## src/rtl/dq_pkg.sv

```systemverilog
package dq_pkg;
  localparam int OP_W    = 8;
  localparam int ENTRY_W = 7;

  localparam logic [ENTRY_W-1:0] EP_SEGREG_REAL = 7'd64;
  localparam logic [ENTRY_W-1:0] EP_SEGREG_PROT = 7'd65;
  localparam logic [ENTRY_W-1:0] EP_HALT_REAL   = 7'd66;
  localparam logic [ENTRY_W-1:0] EP_HALT_PROT   = 7'd67;
  localparam logic [ENTRY_W-1:0] EP_PONLY_A     = 7'd68;
  localparam logic [ENTRY_W-1:0] EP_PONLY_B     = 7'd69;
  localparam logic [ENTRY_W-1:0] EP_TRAP        = 7'd70;
  localparam logic [ENTRY_W-1:0] EP_INVALID     = 7'd71;

  localparam logic [OP_W-1:0] OP_SEGREG = 8'h40;
  localparam logic [OP_W-1:0] OP_HALT   = 8'h41;
  localparam logic [OP_W-1:0] OP_PONLYA = 8'h42;
  localparam logic [OP_W-1:0] OP_PONLYB = 8'h43;
endpackage

```

## src/rtl/dq_entry_lut.sv

```systemverilog
module dq_entry_lut
  import dq_pkg::*;
(
  input  logic [OP_W-1:0]    op,
  input  logic               dec_pe,
  output logic [ENTRY_W-1:0] entry
);
  always_comb begin
    if (op[7:6] == 2'b00) begin
      entry = {1'b0, op[5:0]};
    end else begin
      case (op)
        OP_SEGREG: entry = dec_pe ? EP_SEGREG_PROT : EP_SEGREG_REAL;
        OP_HALT:   entry = dec_pe ? EP_HALT_PROT : EP_HALT_REAL;
        OP_PONLYA,
        OP_PONLYB: entry = dec_pe ? (op[0] ? EP_PONLY_B : EP_PONLY_A) : EP_TRAP;
        default:   entry = EP_INVALID;
      endcase
    end
  end
endmodule

```

## src/rtl/dq_queue.sv

```systemverilog
module dq_queue #(
  parameter int DEPTH = 4,
  parameter int W     = 12
) (
  input  logic         clk,
  input  logic         rst_n,
  input  logic         flush,
  input  logic         wr_valid,
  output logic         wr_ready,
  input  logic [W-1:0] wr_data,
  output logic         rd_valid,
  input  logic         rd_ready,
  output logic [W-1:0] rd_data
);
  localparam int PTR_W = (DEPTH > 1) ? $clog2(DEPTH) : 1;
  localparam int CNT_W = $clog2(DEPTH + 1);
  localparam logic [PTR_W-1:0] LAST = PTR_W'(DEPTH - 1);
  localparam logic [CNT_W-1:0] FULL = CNT_W'(DEPTH);

  logic [W-1:0]     slots [DEPTH];
  logic [PTR_W-1:0] wr_ptr, rd_ptr;
  logic [CNT_W-1:0] used;
  logic             do_wr, do_rd;

  assign wr_ready = (used != FULL);
  assign rd_valid = (used != '0);
  assign rd_data  = slots[rd_ptr];
  assign do_wr    = wr_valid && wr_ready && !flush;
  assign do_rd    = rd_valid && rd_ready;

  always_ff @(posedge clk or negedge rst_n) begin
    if (!rst_n) begin
      wr_ptr <= '0;
      rd_ptr <= '0;
      used   <= '0;
    end else if (flush) begin
      wr_ptr <= '0;
      rd_ptr <= '0;
      used   <= '0;
    end else begin
      if (do_wr) wr_ptr <= (wr_ptr == LAST) ? '0 : wr_ptr + 1'b1;
      if (do_rd) rd_ptr <= (rd_ptr == LAST) ? '0 : rd_ptr + 1'b1;
      if (do_wr && !do_rd)      used <= used + 1'b1;
      else if (do_rd && !do_wr) used <= used - 1'b1;
    end
  end

  always_ff @(posedge clk) begin
    if (do_wr) slots[wr_ptr] <= wr_data;
  end
endmodule

```

## src/rtl/dq_mode_guard.sv

```systemverilog
module dq_mode_guard #(
  parameter int LIMIT = 3
) (
  input  logic clk,
  input  logic rst_n,
  input  logic clear_a,
  input  logic clear_b,
  input  logic stale_exec,
  output logic shutdown
);
  localparam int CNT_W = $clog2(LIMIT + 1);
  localparam logic [CNT_W-1:0] TOP  = CNT_W'(LIMIT);
  localparam logic [CNT_W-1:0] NEAR = CNT_W'(LIMIT - 1);

  logic [CNT_W-1:0] stale_cnt;
  logic             clr;

  assign clr = clear_a || clear_b;

  always_ff @(posedge clk or negedge rst_n) begin
    if (!rst_n) begin
      stale_cnt <= '0;
      shutdown  <= 1'b0;
    end else begin
      if (clr)                             stale_cnt <= '0;
      else if (stale_exec && stale_cnt != TOP) stale_cnt <= stale_cnt + 1'b1;
      if (!clr && stale_exec && stale_cnt == NEAR) shutdown <= 1'b1;
    end
  end
endmodule

```

## src/rtl/mode_decode_queue.sv

```systemverilog
module mode_decode_queue
  import dq_pkg::*;
#(
  parameter int DEPTH       = 4,
  parameter int LEN_W       = 4,
  parameter int STALE_LIMIT = 3
) (
  input  logic               clk,
  input  logic               rst_n,
  input  logic               dec_valid,
  output logic               dec_ready,
  input  logic [OP_W-1:0]    dec_opcode,
  input  logic [LEN_W-1:0]   dec_len,
  input  logic               pe,
  input  logic               pe_wr,
  input  logic               jump_taken,
  output logic               exe_valid,
  input  logic               exe_ready,
  output logic [ENTRY_W-1:0] exe_entry,
  output logic               exe_dec_pe,
  output logic [LEN_W-1:0]   exe_len,
  output logic               exe_sel_only,
  output logic               shutdown
);
  localparam int SLOT_W = ENTRY_W + 1 + LEN_W;

  logic [ENTRY_W-1:0] lut_entry;
  logic [SLOT_W-1:0]  push_word, head_word;
  logic               stale_exec;

  dq_entry_lut u_lut (
    .op     (dec_opcode),
    .dec_pe (pe),
    .entry  (lut_entry)
  );

  assign push_word = {lut_entry, pe, dec_len};

  dq_queue #(.DEPTH(DEPTH), .W(SLOT_W)) u_queue (
    .clk      (clk),
    .rst_n    (rst_n),
    .flush    (jump_taken),
    .wr_valid (dec_valid),
    .wr_ready (dec_ready),
    .wr_data  (push_word),
    .rd_valid (exe_valid),
    .rd_ready (exe_ready),
    .rd_data  (head_word)
  );

  assign exe_entry    = head_word[SLOT_W-1 -: ENTRY_W];
  assign exe_dec_pe   = head_word[LEN_W];
  assign exe_len      = head_word[LEN_W-1:0];
  assign exe_sel_only = exe_valid && (exe_entry == EP_SEGREG_REAL) && pe;
  assign stale_exec   = exe_valid && exe_ready && !exe_dec_pe && pe;

  dq_mode_guard #(.LIMIT(STALE_LIMIT)) u_guard (
    .clk        (clk),
    .rst_n      (rst_n),
    .clear_a    (jump_taken),
    .clear_b    (pe_wr),
    .stale_exec (stale_exec),
    .shutdown   (shutdown)
  );
endmodule

```

## config.mk

```make
export PLATFORM = sky130hd
export DESIGN_NAME = mode_decode_queue
export DESIGN_NICKNAME = d
export VERILOG_FILES = /design/src/rtl/dq_pkg.sv /design/src/rtl/dq_entry_lut.sv /design/src/rtl/dq_queue.sv /design/src/rtl/dq_mode_guard.sv /design/src/rtl/mode_decode_queue.sv
export SDC_FILE = /design/constraint.sdc
export NUM_CORES = 1
export LEC_CHECK = 0
export ABC_AREA = 0
export BUFFER_PORTS_ARGS = -buffer_cell sky130_fd_sc_hd__buf_2
export CAP_MARGIN = 20
export CORE_MARGIN = 10
export CORE_UTILIZATION = 60
export CTS_BUF_LIST = sky130_fd_sc_hd__clkbuf_2
export DETAILED_ROUTE_END_ITERATION = 8
export GPL_ROUTABILITY_DRIVEN = 1
export HOLD_SLACK_MARGIN = 0.1
export MAX_ROUTING_LAYER = met4
export PLACE_DENSITY = 0.83
export REMOVE_ABC_BUFFERS = 1
export SETUP_SLACK_MARGIN = 0.3
export SLEW_MARGIN = 20
export SYNTH_ARGS = -nofsm -noshare
export SYNTH_HDL_FRONTEND = slang
export SYNTH_HIERARCHICAL = 1
export SYNTH_SLANG_ARGS = --single-unit
```

## constraint.sdc

```tcl
create_clock -name clk -period 3.45 [get_ports clk]
set_input_delay 0.345 -clock clk [delete_from_list [all_inputs] [get_ports clk]]
set_output_delay 0.345 -clock clk [all_outputs]
set_load 0.005 [all_outputs]
```

Yosys cells after proc, flatten, opt, wreduce, memory -nomap -nowiden
Memory sizes are Yosys's and may differ from the RTL's.
Cells that the tools add are included.
- bits in latches: 0
- memories kept: 1
- memory bits (read-only): 0
- flip-flop bits (word level): 10
- word-level logic and storage cells: 65
- output and inout port bits: 16
- memory bits (writable): 48
- input bits: 19
- memories (name ; words ; bits a word ; read ports ; clocked after Yosys merged registers in ; wr ports ; line ; source):
    u_queue.slots ; 4 ; 12 ; 1 ; 0 ; 1 ; dq_queue.sv:20 ; logic [W-1:0] slots [DEPTH];
- multipliers: 0
- reductions and logical operators: 25
- $lt $le $gt $ge: 0
- divide/modulo/power cells: 0
- muxes and demuxes: 19
- eq/ne operators: 10
- shift-type cells: 0
- bitwise gates (word level): 0
- add/sub/neg operators: 5
- operators with widths (kind ; number):
    $eq 8x7->1 const B ; 4
    $pmux 7 s3 ; 1
    $mux 2 ; 8
    $mux 7 ; 2
    $logic_and 1x1->1 ; 12
    $mux 3 ; 3
    $eq 7x7->1 const B ; 1
    $add 2x1->2 const B ; 3
    $eq 2x2->1 const B ; 3
    $reduce_bool 2->1 ; 3
    $reduce_bool 3->1 ; 2
    $logic_not 1->1 ; 5
    $mux 1 ; 5
    $add 3x1->3 const B ; 1
    $ne 3x3->1 const B ; 1
    $sub 3x1->3 const B ; 1
    $logic_not 2->1 ; 1
    $ne 2x2->1 const B ; 1
    $reduce_or 2->1 ; 1
    $logic_or 1x1->1 ; 1

Longest topological paths before layout
- depth after elaboration: 8
- depth in mapped cells: 9
- gate-level depth less buffers: 8

Cells and area by module
The synthesis kept the hierarchy.
- by module, submodules not included (module ; cells an instance ; times used ; area an instance (um^2) ; sequential area each (um^2)):
    dq_queue ; 126 ; 1 ; 2290.9 ; 1616.6
    dq_mode_guard ; 14 ; 1 ; 168.9 ; 75.1
    dq_entry_lut ; 15 ; 1 ; 108.9 ; 0.0
    mode_decode_queue ; 4 ; 1 ; 32.5 ; 0.0

Worst setup path after synthesis
No wires, ideal clock.
- path type: register -> register
- from: register u_queue.used[0]
- to: register u_queue.used[2]
- setup time: 125 ps
- path slack: 1195 ps
- required time: 3325 ps
- period minus slack after synthesis: 2255 ps
- path buffers: 0
- stages on the path, launching flop included: 9
- data arrival time: 2130 ps
- path through: dfrtp_1 -> or3b_4 -> and3b_4 -> and2_2 -> fa_1 -> nand2_1 -> xnor2_1 -> nor2_1 -> a2111oi_0
- cells in the longest elaborated chain, start to end: 6
- elaborated cells between the ends (all ways): 15
- classes of those cells: add/sub: 2; eq/ne: 1; mux: 3; reduce/logical: 9
- ends and longest elaborated chain (what ; line ; source):
    start: declaration ; dq_queue.sv:22 ; logic [CNT_W-1:0] used;
    start signal: assignment ; dq_queue.sv:43 ; if (do_wr && !do_rd) used <= used + 1'b1;
    start signal: assignment ; dq_queue.sv:44 ; else if (do_rd && !do_wr) used <= used - 1'b1;
    $ne 3x3->1 (*) ; dq_queue.sv:25 ; assign wr_ready = (used != FULL);
    named net dec_ready ; mode_decode_queue.sv:11 ; output logic dec_ready,
    $logic_and 1x1->1 (*) (2 in series) ; dq_queue.sv:28 ; assign do_wr = wr_valid && wr_ready && !flush;
    $logic_and 1x1->1 / $logic_not 1->1 (equally long branches) ; dq_queue.sv:43, dq_queue.sv:44 ;
    $mux 3 / $logic_and 1x1->1 (equally long branches) ; dq_queue.sv:43, dq_queue.sv:44 ;
    $mux 3 / $reduce_bool 3->1 (equally long branches) ; -- ;
The timed path passes the listed nets; every way through them passes the cells marked *. The select of a mux whose other input is x is not followed.
A chain may end at the register's enable or synchronous reset.

Worst setup path after layout
- from: register u_queue.rd_ptr[0]
- to: output exe_sel_only
- cells in the longest elaborated chain, start to end: 4
- ends and longest elaborated chain (what ; line ; source):
    start: declaration ; dq_queue.sv:21 ; logic [PTR_W-1:0] wr_ptr, rd_ptr;
    start signal: assignment ; dq_queue.sv:42 ; if (do_rd) rd_ptr <= (rd_ptr == LAST) ? '0 : rd_ptr + 1'b1;
    $mem_v2 4x12 ; -- ;
    $eq 7x7->1 ; mode_decode_queue.sv:54 ; assign exe_sel_only = exe_valid && (exe_entry == EP_SEGREG_REAL) && pe;
    $logic_and 1x1->1 (2 in series) ; mode_decode_queue.sv:54 ;
    end: declaration ; mode_decode_queue.sv:22 ; output logic exe_sel_only,
Every way passes these cells.

==> flow_summary_export.csv <==
group,metric,value,unit
run_status,outcome,"finished clean",
worst_setup_path,crit_family,"flip-flops",
final_layout,final_common_cell,"edfxtp_1",
die,core_area,4090,um2
clock_network,htree_levels,3,
synth,yosys.area.top_type,"edfxtp_1",
synth,synth_ff_type,"edfxtp_1",
die,io_pins,35,
worst_setup_path,crit_fanout,15,
routing,first_iter_violations,61,
grt,grt_overflow,0,
power,p_leak,1.10,nW
worst_setup_path,path_cells,"mux4_2 -> nor4b_1 -> and4_1 -> buf_2",
clock_network,post_cts_buffers,0,
final_layout,nets,230,
final_layout,antennaDiodeCount,0,
routing,firstDrtPassIters,4,
clock_network,clkLatencyLatePin,430,ps
worst_setup_path,cp-end-kind,"output port",
synth,ys_warn_count,6,
timing,tightestPinTransition,835,ps
synth,synth_seq_cells,58,
worst_setup_path,worstPathArrival,2630,ps
final_layout,layout_common_cells,"edfxtp_1, buf_2, clkbuf_2, mux4_2, dfrtp_1",
worst_hold_path,hold_class,"input pin to register",
die,die_h,85.8,um
die,placementRows,23,
synth,synth-edff-count,48,
final_layout,n_fill_cell,265,
worst_setup_path,crit_path_start_kind,"register",
timing,rsz0062_at_grt,"false",
placement,finalWeightedCongestion,0.793,
worst_setup_path,r2r_start,"u_queue/used[0]",
clock_network,cts_inserted_buffers,9,
worst_setup_path,crit_type,"register to output port",
die,die_w,85.8,um
worst_setup_path,rr_endpoint,"u_queue/used[2]",
clock_network,cts_tree,"built",
synth,ys_seq_area_share,65.0,%
worst_setup_path,path_buf_inv,1,
synth,synth_area_leaders,"edfxtp_1, mux4_2, dfrtp_1, ha_1, and2_2",
grt,grt_usage,14.8,%
synth,syn_area,2600,um2
final_layout,syn_to_final_growth,12.8,%
clock_network,cts_root_buffer,"clkbuf_2",
placement,post-dp-hpwl,3680,um
synth,synth_top_area_share,55.4,%
grt,grt_pass1_vias,1648,
run,max-cap-violations,0,
worst_setup_path,cp_slowest_stage_delay,920,ps
worst_setup_path,cp.depth,4,
worst_setup_path,cp-endpoint,"exe_sel_only",
synth,synthesis.instances,159,
power,peakVddDrop,0.000291,V
worst_setup_path,rr_worst_depth,8,
grt,grt_max_degree,16,
synth,avgSynthCellArea,16.4,um2
worst_setup_path,critPathLaunch,"u_queue/rd_ptr[0]",
power,finalPower,0.00150,W
clock_network,clock_path_buffers,2,
power,power_density,510,nW/um2
timing,final.min_clock_period,2970,ps
timing,finalHoldViolCount,0,
synth,yosys.cell_types.count,44,
final_layout,final-seq-area,1690,um2
worst_setup_path,cp_slowest_cell,"dfrtp_1",
die,dieArea,7370,um2
routing,wire_per_inst,20.2,um
timing,min_period_over_period,86.1,%
worst_setup_path,worstPathRequired,3110,ps
clock_network,clkSlewWorstSetupHoldPaths,150,ps
clock_network,clkSinkCount,58,
final_layout,multi_input_area,840,um2
clock_network,cts_resized,0,
timing,fin_tns_setup,0,ps
timing,skew,14.0,ps
clock_network,postCtsHoldBufs,2,
final_layout,post_route_cells_drive_above_1_share,37.5,%
grt,antenna_found_initial,0,
grt,grt_pass1_wl,8070,um
routing,vias_per_cell,5.91,
synth,async_flop_share,17.2,%
worst_setup_path,worst-r2r-setup-slack,960,ps
routing,drc_errors,0,
timing,slew_violations,0,
timing,max_freq,337,MHz
routing,ant_nets,0,
timing,setup_viol,0,
routing,vias,1524,
placement,port_buffers,34,
routing,wl,5210,um
die,initial_utilization,63.7,%
timing,slew_headroom,44.3,%
state kept, by name, summed over array words and instances, names as in the netlist:
name	cells
u_guard/shutdown	1
u_guard/stale_cnt	2
u_queue/wr_ptr	2
u_queue/slots	48
u_queue/rd_ptr	2
u_queue/used	3
where the power goes:
part | internal, W | leakage [nW] | switching [W]
Combinational | 0.000160 | 0.465 | 0.000150
Sequential | 0.000797 | 0.567 | 0.0000544
Clock | 0.000113 | 0.0662 | 0.000221
metal layers:
| metal | track usage, % | up-vias | wire (um) |
|---|---|---|---|
| li1 | - | 699 | - |
| met1 | 16.3 | 779 | 2140 |
| met2 | 24.0 | 40 | 2800 |
| met3 | 4.54 | 6 | 232 |
| met4 | 6.74 | 0 | 41 |
| met5 | - | - | 0 |
cell families after synthesis:
group,synth area share [%]
flip-flops,65.0
AND/OR/NAND/NOR,11.4
AO/OA/AOI/OAI,4.67
buffers and inverters,2.69
multiplexers,10.8
adder cells (fa/ha/maj),4.14
XOR/XNOR,1.35
cell usage after synthesis, drive strengths merged, types with 2 or more instances:
cell	n
a21oi	4
nor3	4
inv	8
buf	6
a31oi	3
nand3	2
mux4	12
xnor2	2
dfrtp	10
ha	7
nor4b	2
edfxtp	48
or3	3
nor2b	3
nand2	10
a2111oi	2
xor2	2
o22a	3
and2	8
nor2	7
cell type report:
class                      count  share of cell area (%)
multi-input combinational     86                    28.6
sequential                    58                    57.7
clock inverter                 1                   0.171
clock buffer                  15                    2.56
inverter                       8                    1.02
tap                           50                    2.13
timing repair buffer          40                    7.85
metrics by stage:
stage / utilization [%] / cells / setup slack [ps] / hold WS [ps] / instance area [um2]
5_1_grt: 71.8 / 258 / 329 / 162 / 2930
2_1_floorplan: - / 152 / 1200 / 49.4 / 2560
3_5_place_dp: 68.4 / 236 / 950 / 223 / 2790
4_1_cts: 70.8 / 254 / 438 / 105 / 2890
3_3_place_gp: 68.4 / 236 / 967 / 213 / 2790
6_report: 71.8 / 258 / 480 / 204 / 2930
worst min-delay path by stage:
stage,startpoint,to,slack (ps),cells after the start
after global routing,pe,u_queue/slots[3][4],160,1
after floorplan,rst_n,u_guard/shutdown,50,0
after global placement,rst_n,u_guard/stale_cnt[1],210,1
after detailed placement,rst_n,u_guard/stale_cnt[0],220,1
after CTS,dec_len[1],u_queue/slots[3][1],100,1
final,pe,u_queue/slots[2][4],200,1
Power figures use the tool's default switching activity.
